--- src/rtl/lcm_pkg.sv ---
package lcm_pkg;

  // Default geometry of the monitored symbol and the error counter
  localparam int unsigned LCM_PAYLOAD_W = 16;
  localparam int unsigned LCM_CRC_W     = 4;
  localparam int unsigned LCM_CNT_W     = 8;
  // Generator x^4 + x + 1 without its leading term
  localparam logic [LCM_CRC_W-1:0] LCM_POLY = 4'b0011;

  // Classification of one cycle's symbol
  typedef enum logic [1:0] {
    SYM_IDLE = 2'd0,
    SYM_GOOD = 2'd1,
    SYM_BAD  = 2'd2
  } sym_class_e;

endpackage

--- src/rtl/lcm_rst_sync.sv ---
module lcm_rst_sync (
  input  logic clk,
  input  logic rst_n,
  output logic rst_sync_n
);

  logic [1:0] stage_q;

  always_ff @(posedge clk or negedge rst_n) begin
    if (!rst_n) stage_q <= 2'b00;
    else        stage_q <= {stage_q[0], 1'b1};
  end

  assign rst_sync_n = stage_q[1];

endmodule

--- src/rtl/lcm_crc_calc.sv ---
module lcm_crc_calc #(
  parameter int unsigned DATA_W = 16,
  parameter int unsigned CRC_W  = 4,
  parameter logic [CRC_W-1:0] POLY = 4'b0011
) (
  input  logic [DATA_W-1:0] data_i,
  output logic [CRC_W-1:0]  crc_o
);

  // Bit-serial division unrolled over the payload, MSB entered first
  always_comb begin
    logic [CRC_W-1:0] rem;
    logic             fb;
    rem = '0;
    for (int i = DATA_W - 1; i >= 0; i--) begin
      fb  = rem[CRC_W-1] ^ data_i[i];
      rem = {rem[CRC_W-2:0], 1'b0};
      if (fb) rem = rem ^ POLY;
    end
    crc_o = rem;
  end

endmodule

--- src/rtl/lcm_sym_check.sv ---
module lcm_sym_check
  import lcm_pkg::*;
#(
  parameter int unsigned DATA_W = 16,
  parameter int unsigned CRC_W  = 4,
  parameter logic [CRC_W-1:0] POLY = 4'b0011
) (
  input  logic              valid_i,
  input  logic              lock_i,
  input  logic [DATA_W-1:0] payload_i,
  input  logic [CRC_W-1:0]  crc_rx_i,
  output sym_class_e        class_o
);

  logic [CRC_W-1:0] crc_calc;

  lcm_crc_calc #(
    .DATA_W (DATA_W),
    .CRC_W  (CRC_W),
    .POLY   (POLY)
  ) u_crc (
    .data_i (payload_i),
    .crc_o  (crc_calc)
  );

  always_comb begin
    if (!(valid_i && lock_i))      class_o = SYM_IDLE;
    else if (crc_calc == crc_rx_i) class_o = SYM_GOOD;
    else                           class_o = SYM_BAD;
  end

endmodule

--- src/rtl/lcm_err_counter.sv ---
module lcm_err_counter #(
  parameter int unsigned CNT_W = 8
) (
  input  logic             clk,
  input  logic             rst_n,
  input  logic             lock_i,
  input  logic             clr_i,
  input  logic             bad_i,
  input  logic [CNT_W-1:0] thr_i,
  output logic [CNT_W-1:0] cnt_o,
  output logic             irq_o
);

  localparam logic [CNT_W-1:0] CNT_MAX = {CNT_W{1'b1}};
  localparam logic [CNT_W-1:0] CNT_ONE = {{(CNT_W-1){1'b0}}, 1'b1};

  logic [CNT_W-1:0] cnt_q, cnt_d;
  logic [CNT_W-1:0] thr_eff;
  logic             cnt_en;
  logic             irq_q, irq_d;
  logic             at_max;

  assign thr_eff = (thr_i == '0) ? CNT_ONE : thr_i;
  assign at_max  = (cnt_q == CNT_MAX);

  // Next state: flush beats clear beats increment
  always_comb begin
    cnt_d  = cnt_q;
    irq_d  = 1'b0;
    cnt_en = 1'b0;
    if (!lock_i || clr_i) begin
      cnt_d  = '0;
      cnt_en = 1'b1;
    end else if (bad_i && !at_max) begin
      cnt_d  = cnt_q + CNT_ONE;
      cnt_en = 1'b1;
      irq_d  = (cnt_d == thr_eff);
    end
  end

  always_ff @(posedge clk or negedge rst_n) begin
    if (!rst_n) begin
      cnt_q <= '0;
      irq_q <= 1'b0;
    end else begin
      if (cnt_en) cnt_q <= cnt_d;
      irq_q <= irq_d;
    end
  end

  assign cnt_o = cnt_q;
  assign irq_o = irq_q;


  unlock_clear_chk: assert property (@(posedge clk) disable iff (!rst_n)
    !lock_i |=> (cnt_q == '0));


  clear_wins_chk: assert property (@(posedge clk) disable iff (!rst_n)
    (lock_i && clr_i) |=> (cnt_q == '0));


  no_overflow_chk: assert property (@(posedge clk) disable iff (!rst_n)
    (lock_i && !clr_i && at_max) |=> (cnt_q == CNT_MAX));


  count_step_chk: assert property (@(posedge clk) disable iff (!rst_n)
    (lock_i && !clr_i) |=> ((cnt_q == $past(cnt_q)) || (cnt_q == $past(cnt_q) + CNT_ONE)));


  irq_pulse_chk: assert property (@(posedge clk) disable iff (!rst_n)
    irq_q |=> !irq_q);

endmodule

--- src/rtl/lcm_status_flag.sv ---
module lcm_status_flag (
  input  logic clk,
  input  logic rst_n,
  input  logic lock_i,
  input  logic clr_i,
  input  logic bad_i,
  output logic pass_ok_o
);

  logic err_q, err_d, err_en;

  always_comb begin
    err_d  = err_q;
    err_en = 1'b0;
    if (!lock_i || clr_i) begin
      err_d  = 1'b0;
      err_en = 1'b1;
    end else if (bad_i) begin
      err_d  = 1'b1;
      err_en = 1'b1;
    end
  end

  always_ff @(posedge clk or negedge rst_n) begin
    if (!rst_n)      err_q <= 1'b0;
    else if (err_en) err_q <= err_d;
  end

  assign pass_ok_o = ~err_q;


  pass_hold_chk: assert property (@(posedge clk) disable iff (!rst_n)
    (!pass_ok_o && lock_i && !clr_i) |=> !pass_ok_o);


  pass_drop_chk: assert property (@(posedge clk) disable iff (!rst_n)
    (bad_i && lock_i && !clr_i) |=> !pass_ok_o);

endmodule

--- src/rtl/link_crc_monitor.sv ---
module link_crc_monitor
  import lcm_pkg::*;
#(
  parameter int unsigned PAYLOAD_W = LCM_PAYLOAD_W,
  parameter int unsigned CRC_W     = LCM_CRC_W,
  parameter int unsigned CNT_W     = LCM_CNT_W,
  parameter logic [CRC_W-1:0] POLY = LCM_POLY
) (
  input  logic                 clk,
  input  logic                 rst_n,
  input  logic                 lock_i,
  input  logic                 sym_valid_i,
  input  logic [PAYLOAD_W-1:0] payload_i,
  input  logic [CRC_W-1:0]     crc_rx_i,
  input  logic [CNT_W-1:0]     threshold_i,
  input  logic                 clear_i,
  output logic                 pass_ok_o,
  output logic                 irq_o,
  output logic [CNT_W-1:0]     err_count_o
);

  logic       rst_int_n;
  sym_class_e sym_class;
  logic       sym_bad;

  lcm_rst_sync u_rst (
    .clk        (clk),
    .rst_n      (rst_n),
    .rst_sync_n (rst_int_n)
  );

  lcm_sym_check #(
    .DATA_W (PAYLOAD_W),
    .CRC_W  (CRC_W),
    .POLY   (POLY)
  ) u_check (
    .valid_i   (sym_valid_i),
    .lock_i    (lock_i),
    .payload_i (payload_i),
    .crc_rx_i  (crc_rx_i),
    .class_o   (sym_class)
  );

  assign sym_bad = (sym_class == SYM_BAD);

  lcm_err_counter #(
    .CNT_W (CNT_W)
  ) u_count (
    .clk    (clk),
    .rst_n  (rst_int_n),
    .lock_i (lock_i),
    .clr_i  (clear_i),
    .bad_i  (sym_bad),
    .thr_i  (threshold_i),
    .cnt_o  (err_count_o),
    .irq_o  (irq_o)
  );

  lcm_status_flag u_flag (
    .clk       (clk),
    .rst_n     (rst_int_n),
    .lock_i    (lock_i),
    .clr_i     (clear_i),
    .bad_i     (sym_bad),
    .pass_ok_o (pass_ok_o)
  );


  idle_quiet_chk: assert property (@(posedge clk) disable iff (!rst_int_n)
    (!sym_valid_i && lock_i && !clear_i) |=> $stable(err_count_o));

endmodule

--- config.mk ---
export PLATFORM = sky130hd
export DESIGN_NAME = link_crc_monitor
export DESIGN_NICKNAME = d
export VERILOG_FILES = /design/src/rtl/lcm_pkg.sv /design/src/rtl/lcm_rst_sync.sv /design/src/rtl/lcm_crc_calc.sv /design/src/rtl/lcm_sym_check.sv /design/src/rtl/lcm_err_counter.sv /design/src/rtl/lcm_status_flag.sv /design/src/rtl/link_crc_monitor.sv
export SDC_FILE = /design/constraint.sdc
export NUM_CORES = 1
export LEC_CHECK = 0
export ABC_AREA = 1
export ABC_CLOCK_PERIOD_IN_PS = 800
export CORE_ASPECT_RATIO = 1.2
export CORE_UTILIZATION = 50
export CTS_BUF_LIST = sky130_fd_sc_hd__clkbuf_8
export CTS_CLUSTER_SIZE = 14
export DETAILED_ROUTE_END_ITERATION = 16
export HOLD_SLACK_MARGIN = 0.1
export PLACE_DENSITY = 0.93
export SYNTH_ARGS = -nofsm -noshare
export SYNTH_HDL_FRONTEND = slang
export SYNTH_HIERARCHICAL = 1
export SYNTH_SLANG_ARGS = --single-unit
--- constraint.sdc ---
create_clock -name clk -period 0.8 [get_ports clk]
set_input_delay 0.2 -clock clk [delete_from_list [all_inputs] [get_ports clk]]
set_output_delay 0.2 -clock clk [all_outputs]
set_load 0.05 [all_outputs]
==> results of run 1 <==
## cells in the mapped netlist (3+ instances only)
| cell | count |
|---|---|
| nand3_1 | 34 |
| o22ai_1 | 4 |
| inv_2 | 8 |
| o21ai_0 | 3 |
| nand4_1 | 3 |
| nand2_2 | 15 |
| nor2_2 | 6 |
| nand3_2 | 3 |
| inv_1 | 44 |
| nor2_1 | 17 |
| dfrtp_1 | 12 |
| nand2_1 | 128 |
## cell families after synthesis
group / Yosys count
simple gates: 210
other cells: 1
xor+xnor: 3
compound gates: 12
flops: 12
fa+ha+maj: 1
buf+inv: 52
## stage by stage
step                      setup slack (ns)  cells
after floorplan                      -1.42    291
after global placement               -2.37    408
after detailed placement             -2.66    408
==> metrics.cfg, run 1 <==
[yosys]
synth.area.top_cells = nand2_1 31%, dfrtp_1 19%, nand3_1 11%, inv_1 11%, nand2_2 6.1%
yosys.area_share.simple_pct = 60.1
synth_nets = 325
yosys.area_share.xor_xnor_pct = 2.18
synth-compound-area-share_pct = 4.68
yosys.area.top_type = nand2_1
yosysSeqAreaShare_pct = 19.4
yosysUniqueCellTypes = 22
synth_edf_count = 0
synth_ff_type = dfrtp_1
syn-instance-count = 291
async_reset_ff_share_pct = 100
synth_mux_area_share_pct = 0
synth_top_family_by_area = simple AND/OR/NAND/NOR gates
syn_area_mm2 = 0.00155
synth-seq-cells = 12
yosys.area.top_type_share_pct = 31.0
synth.avg_cell_area_um2 = 5.33
yosys_warnings = 6
synth_fa_ha_area_share_pct = 0.807

[outcome]
run_status = aborted with a tool error
failed_stage = clock tree synthesis
stop_error = [ERROR DPL-0033] detailed placement checks failed during check placement.

[clocking]
h-tree-depth = 1
cts_resized = 62
hold_buffers = 0
clockBufferDepth = 2
clock_sinks = 12
ctsRootBufferMaster = clkbuf_8
cts_setup_buffers = 11
cts_buffers = 3

[placed_design]
gp_congestion = 0.873
place_area_mm2 = 0.00254
place_hpwl_mm = 4.22
port_buffers = 42

[die]
rows = 21
floorplan.initialDensity_pct = 54.1
io_pins = 43
fp.dieH_um = 63.0
die_width_um = 52.8

==> run 2, diff against run 1 <==
Settings changed: CORE_ASPECT_RATIO 1.2 to not set, CORE_UTILIZATION 50 to 40, CTS_BUF_LIST sky130_fd_sc_hd__clkbuf_8 to not set, CTS_CLUSTER_SIZE 14 to not set, HOLD_SLACK_MARGIN 0.1 to not set, PLACE_DENSITY 0.93 to not set, PLACE_DENSITY_LB_ADDON set to 0.15.
==> run 2 against run 1 <==
The flow now finishes, with violations (negative setup slack); synthesized area unchanged; synthesized cell count unchanged.
==> metrics.cfg, run 2 <==
[die]
die_width_um = 64.3  ; +22%
floorplan.initialDensity_pct = 42.0  ; -12 points
coreArea_mm2 = 0.00369
io_pins = 43  ; unchanged
fp.dieH_um = 64.3  ; +2.0%
die-area_mm2 = 0.00413
rows = 22  ; +4.8%

[drt]
drt-initial-drc-count = 163
routedWlPerCell_um = 15.1
drc = 0
drt.antenna.violating_nets = 0
post_drt_via_cell_ratio = 5.31
drt_first_pass_iters = 5
vias = 2299
wirelength_mm = 6.52

[placed_design]
dpl_worst_slack_ns = -2.40  ; +0.257 ns
port_buffers = 42  ; unchanged
place_area_mm2 = 0.00255  ; about the same
place_hpwl_mm = 3.58  ; -15%
gp_congestion = 0.840  ; -3.8%
dp_cells = 420  ; +2.9%

[finish]
syn_to_final_growth_pct = 102
nFillCells = 204
largest_register_ffs = 8
final_cell_mix = 66 x nand2_1, 52 x nand2_2, 35 x inv_1, 35 x buf_4, 24 x nand2_4
final_nets = 420
layout_commonest_cell = nand2_1
final_area_mm2 = 0.00314
final_layout_size_suffix_gt1_share_pct = 54.8
diodes = 0
fin_cells = 433

[sta]
finClkSkew_ns = 0.00407
post-route-min-period_ns = 2.57
finalCritPeriodShare_pct = 321
drv_slew = 0
rsz0062_at_grt = true
setup_slack_ns = -1.77
setup_viol = 20
fmax_ghz = 0.389
hold_viol = 0

[worst_setup_path]
r2r-start = u_count/cnt_o[0]$_DFFE_PN0P_
cp_common_cell = nand2_2
crit_fanout = 5
cp.arrival_ns = 2.72
end_kind = register
startpoint = payload_i[15]
max_stage_delay_ns = 0.18
startpoint_type = input pin
cp_slowest_cell = xor2_2
crit_required_ns = 0.95
path_class = in2reg

[yosys]
synth.area.top_cells = nand2_1 31%, dfrtp_1 19%, nand3_1 11%, inv_1 11%, nand2_2 6.1%
synthTopCellsByCount = 128 x nand2_1, 44 x inv_1, 34 x nand3_1
yosys_warnings = 6  ; unchanged
syn_area_mm2 = 0.00155  ; unchanged
synth_nets = 325  ; unchanged
async_reset_ff_share_pct = 100  ; unchanged
yosysMostFrequentCell = nand2_1
synth_ff_type = dfrtp_1
yosysSeqAreaShare_pct = 19.4  ; unchanged
yosysUniqueCellTypes = 22  ; unchanged
synth_edf_count = 0  ; unchanged
syn-instance-count = 291  ; unchanged
synth-seq-cells = 12  ; unchanged
yosys.area.top_type_share_pct = 31.0  ; unchanged
synth.avg_cell_area_um2 = 5.33  ; unchanged
yosys.area.top_type = nand2_1

[clocking]
clk_latency_ns = 0.25
cts_tree = done
clock_sinks = 12  ; unchanged
h-tree-depth = 1  ; unchanged
cts_buffers = 3  ; unchanged
hold_buffers = 0  ; unchanged
path_clk_slew_ns = 0.05
ctsRootBufferMaster = clkbuf_8
clockBufferDepth = 2  ; unchanged

[worst_hold_path]
min_path_type = in2async

[power_and_ir_drop]
p_total_uw = 3380
cellLeakagePower_uw = 0.00160
power_density_mw_per_mm2 = 1080
max-vdd-ir-drop_mv = 0.912

[global_route]
grtUsageTotal_pct = 24.4
grt_pass1_vias = 1957
overflow = 0
antenna_found_initial = 0
grt_max_degree = 11
grt_pass1_wl_mm = 8.09

[job]
drv_cap = 0

[outcome]
run_status = complete, but fails checks
violations = negative setup slack

[run 2: cell counts after synthesis]
Identical to the previous run, type by type.
[run 2: path summary, 6_finish.rpt]
kind                                                 to  slack (ns)  depth (start not counted)
setup / recovery           u_count/cnt_o[3]$_DFFE_PN0P_       -1.77                         27
hold / removal               u_rst/stage_q[1]$_DFF_PN0_        0.12                          1
setup reg to reg                u_count/irq_o$_DFF_PN0_       -0.84                         10
hold reg to reg            u_count/cnt_o[0]$_DFFE_PN0P_        0.16                          1
max in group asynchronous  u_count/cnt_o[2]$_DFFE_PN0P_        0.48                          1
min in group clk             u_rst/stage_q[1]$_DFF_PN0_        0.35                          0
[run 2: kinds of logic (layout without fill, tap and decap cells)]
group                    after synthesis  in the layout  synth area share (%)
buffers and inverters                 52            146                  12.6
adder cells (fa/ha/maj)                1              1                 0.807
flip-flops                            12             12                  19.4
XOR/XNOR                               3              3                  2.18
AO/OA/AOI/OAI                         12             12                  4.68
other                                  1              1                 0.242
AND/OR/NAND/NOR                      210            210                  60.1
[run 2: through the flow]
step | hold slack (ns) | setup TNS [ns] | util (%)
after floorplan | -0.0956 | -13.65 | -
after global placement | 0.154 | -23.55 | 69.1
after detailed placement | 0.161 | -24.24 | 69.1
after CTS | 0.122 | -19.50 | 73.2
after global routing | 0.117 | -22.00 | 85.0
final | 0.115 | -19.92 | 85.0
[run 2: critical path: cells and delay by family]
family	cells	cell delay, ns
simple gates	19	1.65
buf+inv	5	0.44
compound gates	2	0.24
xor+xnor	1	0.18
[run 2: area by class of cell]
cell class,count,area (µm²),share of cell area (%)
inverter,52,253,8.06
clock buffer,4,55.1,1.76
multi-input combinational,227,1510,48.2
tap,48,60.1,1.92
timing repair buffer,90,945,30.1
sequential,12,310,9.90
[run 2: timing repair]
| action | in CTS | in global routing |
|---|---|---|
| pin swaps | 34 | 63 |
| resized for setup | 63 | 123 |
| setup buffers | 6 | 9 |
| endpoints found under the setup margin | 20 | 20 |
[run 2: routing by layer]
layer / track usage, % / part of all wire [%] / vias up
li1: - / - / 1082
met1: 30.5 / 38 / 1072
met2: 43.6 / 52 / 112
met3: 5.00 / 6.3 / 33
met4: 3.61 / 3.7 / 0
met5: 0 / 0 / -
[run 2: where the power goes]
group | switching (µW) | internal (µW)
Combinational | 1180 | 875
Sequential | 7.30 | 618
Clock | 256 | 436
Note: power is estimated with default switching activity, not from simulation.
==> run 3, diff against run 2 <==
Settings changed: CORE_AREA set to 2 2 63 65, CORE_UTILIZATION 40 to not set, DIE_AREA set to 0 0 65 67.
==> run 3 against run 2 <==
The flow still finishes with violations (negative setup slack); largest power group unchanged; routed wire length fell by 20%; clock skew rose by 0.0012 ns; sequential power barely moved; count of clock-buffer cells in the layout stayed put.
==> metrics.cfg, run 3 (synthesis results as in run 2) <==
[sta]
setup_viol = 20  ; unchanged
drv_slew = 0  ; unchanged
fmax_ghz = 0.386  ; -0.78%
hold_viol = 0  ; unchanged
finalCritPeriodShare_pct = 324  ; +2.5 points
finClkSkew_ns = 0.00525  ; +0.00119 ns
setup_slack_ns = -1.79  ; -0.0201 ns
setup_tns_ns = -20.48  ; -0.565 ns
rsz0062_at_grt = true
post-route-min-period_ns = 2.59  ; +0.0201 ns

[job]
drv_cap = 0  ; unchanged

[worst_setup_path]
path_class = in2reg
crit_fanout = 7  ; +2
end_kind = register
cp.arrival_ns = 2.71  ; about the same
startpoint_type = input pin
crit_required_ns = 0.92  ; -0.03 ns

[placed_design]
port_buffers = 42  ; unchanged
dpl_worst_slack_ns = -2.39  ; +0.0166 ns
place_hpwl_mm = 3.42  ; -4.4%
gp_congestion = 0.845  ; +0.56%

[drt]
vias = 2075  ; -9.7%
drt_first_pass_iters = 4  ; -1
routedWlPerCell_um = 12.1  ; -19%
wirelength_mm = 5.21  ; -20%
drt.antenna.violating_nets = 0  ; unchanged
post_drt_via_cell_ratio = 4.84  ; -8.9%
drt-initial-drc-count = 88  ; -46%
drc = 0  ; unchanged

[global_route]
grt_max_degree = 11  ; unchanged
overflow = 0  ; unchanged
grt_pass1_wl_mm = 8.09  ; about the same
grtUsageTotal_pct = 23.7  ; -0.76 points
antenna_found_initial = 0  ; unchanged
grt_pass1_vias = 1908  ; -2.5%

[die]
die_width_um = 65  ; +1.2%
coreArea_mm2 = 0.00361  ; -2.2%
io_pins = 43  ; unchanged
die-area_mm2 = 0.00436  ; +5.5%
rows = 22  ; unchanged
floorplan.initialDensity_pct = 43.0  ; +0.96 points
fp.dieH_um = 67  ; +4.3%

[power_and_ir_drop]
max-vdd-ir-drop_mv = 0.918  ; +0.65%
cellLeakagePower_uw = 0.00151  ; -5.5%
power_density_mw_per_mm2 = 1030  ; -4.4%
p_total_uw = 2980  ; -12%

[finish]
layout_commonest_cell = nand2_1
largest_register_ffs = 8  ; unchanged
final_cell_mix = 94 x nand2_1, 36 x inv_1, 36 x buf_4, 35 x nand2_2, 29 x nand3_1
diodes = 0  ; unchanged
syn_to_final_growth_pct = 86.5
nFillCells = 261  ; +28%
final_nets = 416  ; -0.95%
final_layout_size_suffix_gt1_share_pct = 43.0  ; -12 points
final_util_pct = 80.2  ; -4.8 points

[clocking]
ctsRootBufferMaster = clkbuf_8
h-tree-depth = 1  ; unchanged
cts_tree = done
cts_buffers = 3  ; unchanged
path_clk_slew_ns = 0.06  ; about the same
clock_sinks = 12  ; unchanged
clockBufferDepth = 2  ; unchanged
clk_latency_ns = 0.24  ; about the same

[outcome]
violations = negative setup slack
run_status = complete, but fails checks

[worst_hold_path]
min_path_type = in2async

## run 3: changes by cell type in the layout (fill, tap and decap cells not counted), sizes merged
cell and delta:
buf -4, clkbuf -2, clkdlybuf4s15 +1, clkdlybuf4s50 +1
dlygate4sd2 -1, dlymetal6s2s +1
## run 3: final cells by class
class	instances	area, µm²	share of cell area [%]
timing repair buffer	86	907	31.4
multi-input combinational	227	1310	45.3
inverter	52	250	8.65
tap	48	60.1	2.08
sequential	12	310	10.7
clock buffer	4	55.1	1.90
## run 3: power breakdown
group / internal (µW) / total (µW) / switching, µW
logic: 735 / 1680 / 942
registers: 618 / 625 / 6.75
clock network: 435 / 676 / 241
total: 1790 / 2980 / 1190
## run 3: worst max-delay path, cell delays in order
cell and delay (ns):
dlygate4sd2_1 0.28, inv_2 0.07, nand3_1 0.08, nand2_1 0.09, nand2_2 0.08, nand2_4 0.09, nand2_1 0.07, nand2_2 0.07
inv_1 0.05, nand2_1 0.11, nand2_2 0.10, nand2_2 0.09, nand2_1 0.05, nand2_1 0.10, nand2_1 0.08, nand2_1 0.07
nand2_2 0.05, inv_1 0.04, nand2_1 0.04, nand2_1 0.07, nor2_2 0.04, a21oi_1 0.13, inv_1 0.06, nor2_2 0.11
nand2_2 0.11, buf_4 0.16, nand2_4 0.13, o22ai_2 0.09
## run 3: final timing paths
check	slack (ns)	to	start	cells past startpoint
setup / recovery	-1.79	u_count/cnt_o[7]$_DFFE_PN0P_	payload_i[8]	28
hold / removal	0.12	u_rst/stage_q[0]$_DFF_PN0_	rst_n	1
setup reg to reg	-0.77	u_count/irq_o$_DFF_PN0_	u_count/cnt_o[0]$_DFFE_PN0P_	11
hold reg to reg	0.15	u_count/cnt_o[0]$_DFFE_PN0P_	u_rst/stage_q[1]$_DFF_PN0_	1
max in group asynchronous	0.49	u_count/cnt_o[3]$_DFFE_PN0P_	u_rst/stage_q[1]$_DFF_PN0_	1
min in group clk	0.36	u_rst/stage_q[1]$_DFF_PN0_	u_rst/stage_q[0]$_DFF_PN0_	0
## run 3: timing repair
item | CTS | global route
gates cloned | 0 | 0
hold buffers | 0 | 0
resized for setup | 48 | 68
buffers inserted | 7 | 5
setup endpoints to repair | 20 | 20
pin swaps | 32 | 37
## run 3: metrics by stage
| step | instance area, µm² | hold WS, ns | cells |
|---|---|---|---|
| 5_1_grt | 2890 | 0.120 | 429 |
| 4_1_cts | 2690 | 0.118 | 428 |
| 3_5_place_dp | 2530 | 0.155 | 418 |
| 2_1_floorplan | 1660 | -0.0956 | 291 |
| 3_3_place_gp | 2530 | 0.151 | 418 |
| 6_report | 2890 | 0.119 | 429 |
## run 3: per-layer routing
layer / GRT usage [%] / share of wire (%)
met1: 29.4 / 44
met2: 41.1 / 49
met3: 5.07 / 5.0
met4: 6.65 / 2.7
met5: 0 / 0
==> run 4, diff against run 3 <==
Settings changed: HOLD_SLACK_MARGIN set to 0.12.
==> run 4 against run 3 <==
The run still ends with negative setup slack left; cell count did not move; via count shrank 1.4%; global-route usage about the same.
==> metrics.cfg, run 4 (synthesis results as in run 2) <==
[die]
die-area_mm2 = 0.00436  ; unchanged
fp.dieH_um = 67  ; unchanged
io_pins = 43  ; unchanged
floorplan.initialDensity_pct = 43.0  ; unchanged
die_width_um = 65  ; unchanged
coreArea_mm2 = 0.00361  ; unchanged
rows = 22  ; unchanged

[drt]
routedWlPerCell_um = 12.2  ; +0.17%
drt-initial-drc-count = 94  ; +6.8%
drc = 0  ; unchanged
vias = 2046  ; -1.4%
wirelength_mm = 5.22  ; +0.17%
post_drt_via_cell_ratio = 4.77  ; -1.4%
drt_first_pass_iters = 4  ; unchanged
drt.antenna.violating_nets = 0  ; unchanged

[sta]
hold_viol = 0  ; unchanged
setup_tns_ns = -20.21  ; +0.268 ns
fmax_ghz = 0.389  ; +0.62%
post-route-min-period_ns = 2.57  ; -0.0159 ns
timing.hold.ws_ns = 0.149  ; +0.0298 ns
drv_slew = 0  ; unchanged
setup_viol = 20  ; unchanged
setup_slack_ns = -1.77  ; +0.0159 ns
finClkSkew_ns = 0.00431  ; -0.000945 ns
finalCritPeriodShare_pct = 322  ; -2.0 points
rsz0062_at_grt = true

[worst_setup_path]
crit_required_ns = 0.96  ; +0.04 ns
startpoint_type = input pin
cp.arrival_ns = 2.73  ; +0.02 ns
crit_fanout = 7  ; unchanged
path_class = in2reg
end_kind = register
cp_common_cell = nand2_2
r2r_slack_ns = -0.78  ; about the same
cp_slowest_cell = nand3b_1
max_stage_delay_ns = 0.21  ; -0.07 ns

[placed_design]
gp_congestion = 0.845  ; unchanged
port_buffers = 42  ; unchanged
place_hpwl_mm = 3.42  ; unchanged

[clocking]
h-tree-depth = 1  ; unchanged
clockBufferDepth = 2  ; unchanged
cts_buffers = 3  ; unchanged
clk_latency_ns = 0.24  ; about the same
ctsRootBufferMaster = clkbuf_8
clock_sinks = 12  ; unchanged
cts_tree = done
path_clk_slew_ns = 0.06  ; about the same

[global_route]
antenna_found_initial = 0  ; unchanged
grtUsageTotal_pct = 23.7  ; +0.036 points
grt_pass1_vias = 1914  ; +0.31%
grt_pass1_wl_mm = 8.10  ; +0.17%
grt_max_degree = 11  ; unchanged
overflow = 0  ; unchanged

[job]
drv_cap = 0  ; unchanged

[outcome]
run_status = complete, but fails checks
violations = negative setup slack

[finish]
diodes = 0  ; unchanged
regArea_um2 = 310  ; unchanged
syn_to_final_growth_pct = 86.5  ; unchanged
final_nets = 416  ; unchanged
final_cell_mix = 94 x nand2_1, 36 x inv_1, 36 x buf_4, 35 x nand2_2, 29 x nand3_1
largest_register_ffs = 8  ; unchanged
layout_commonest_cell = nand2_1
nFillCells = 260  ; -0.38%
multi_input_area_mm2 = 0.00131  ; unchanged
final_layout_size_suffix_gt1_share_pct = 43.0  ; unchanged

[power_and_ir_drop]
cellLeakagePower_uw = 0.00151  ; about the same
power_density_mw_per_mm2 = 1030  ; -0.26%
max-vdd-ir-drop_mv = 0.922  ; +0.44%

[worst_hold_path]
min_path_type = reg2async

## run 4: changes by cell type in the layout (fill, tap and decap cells not counted), sizes merged
cell / previous run / this run
clkdlybuf4s50: 22 / 21
dlygate4sd3: 0 / 1
## run 4: path summary, 6_finish.rpt
path                                           endpoint  depth (start not counted)                    startpoint
max                        u_count/cnt_o[6]$_DFFE_PN0P_                         28                 payload_i[15]
min                        u_count/cnt_o[0]$_DFFE_PN0P_                          1    u_rst/stage_q[1]$_DFF_PN0_
max reg2reg                     u_count/irq_o$_DFF_PN0_                         11  u_count/cnt_o[0]$_DFFE_PN0P_
min reg2reg                u_count/cnt_o[0]$_DFFE_PN0P_                          1    u_rst/stage_q[1]$_DFF_PN0_
max in group asynchronous  u_count/cnt_o[3]$_DFFE_PN0P_                          1    u_rst/stage_q[1]$_DFF_PN0_
min in group clk             u_rst/stage_q[1]$_DFF_PN0_                          0    u_rst/stage_q[0]$_DFF_PN0_
## run 4: what timing repair did
item / 4_1_cts / 5_1_grt
gates resized for setup: 48 / 68
pin swaps: 32 / 37
hold buffers: 1 / 0
cloned: 0 / 0
endpoints found under the setup margin: 20 / 22
endpoints found under the hold margin: 2 / 0
buffers inserted: 7 / 5
## run 4: through the flow
| stage | instance area, µm² | total power, µW | instances | utilization [%] | setup slack, ns |
|---|---|---|---|---|---|
| after CTS | 2700 | 2710 | 429 | 74.7 | -1.78 |
| after floorplan | 1660 | 1480 | 291 | - | -1.42 |
| final | 2890 | 2970 | 429 | 80.2 | -1.77 |
| after global placement | 2530 | 1940 | 418 | 70.2 | -2.33 |
| after global routing | 2890 | 3210 | 429 | 80.2 | -1.99 |
| after detailed placement | 2530 | 1960 | 418 | 70.2 | -2.39 |
## run 4: worst max-delay path, delay by kind of cell
kind | cells | cell delay, ns
simple gates | 21 | 1.79
compound gates | 1 | 0.17
buf+inv | 6 | 0.56
## run 4: power by group
| part | total, µW | switching, µW | leakage [µW] | internal (µW) |
|---|---|---|---|---|
| Combinational | 1670 | 935 | 0.00133 | 735 |
| Sequential | 625 | 6.77 | 0.000149 | 618 |
| Clock | 676 | 241 | 0.0000288 | 435 |
| Total | 2970 | 1180 | 0.00151 | 1790 |
## run 4: cell type report
class / instances / share of cell area (%)
Sequential cell: 12 / 10.7
Tap cell: 48 / 2.08
Timing Repair Buffer: 86 / 31.4
Multi-Input combinational cell: 227 / 45.3
Inverter: 52 / 8.65
Clock buffer: 4 / 1.90
## run 4: routing by layer
layer | GRT usage [%] | routed length [µm] | up-vias
met5 | 0 | 0 | -
li1 | - | - | 1079
met2 | 41.2 | 2590 | 64
met1 | 29.4 | 2290 | 891
met4 | 6.65 | 126 | 0
met3 | 5.07 | 222 | 12
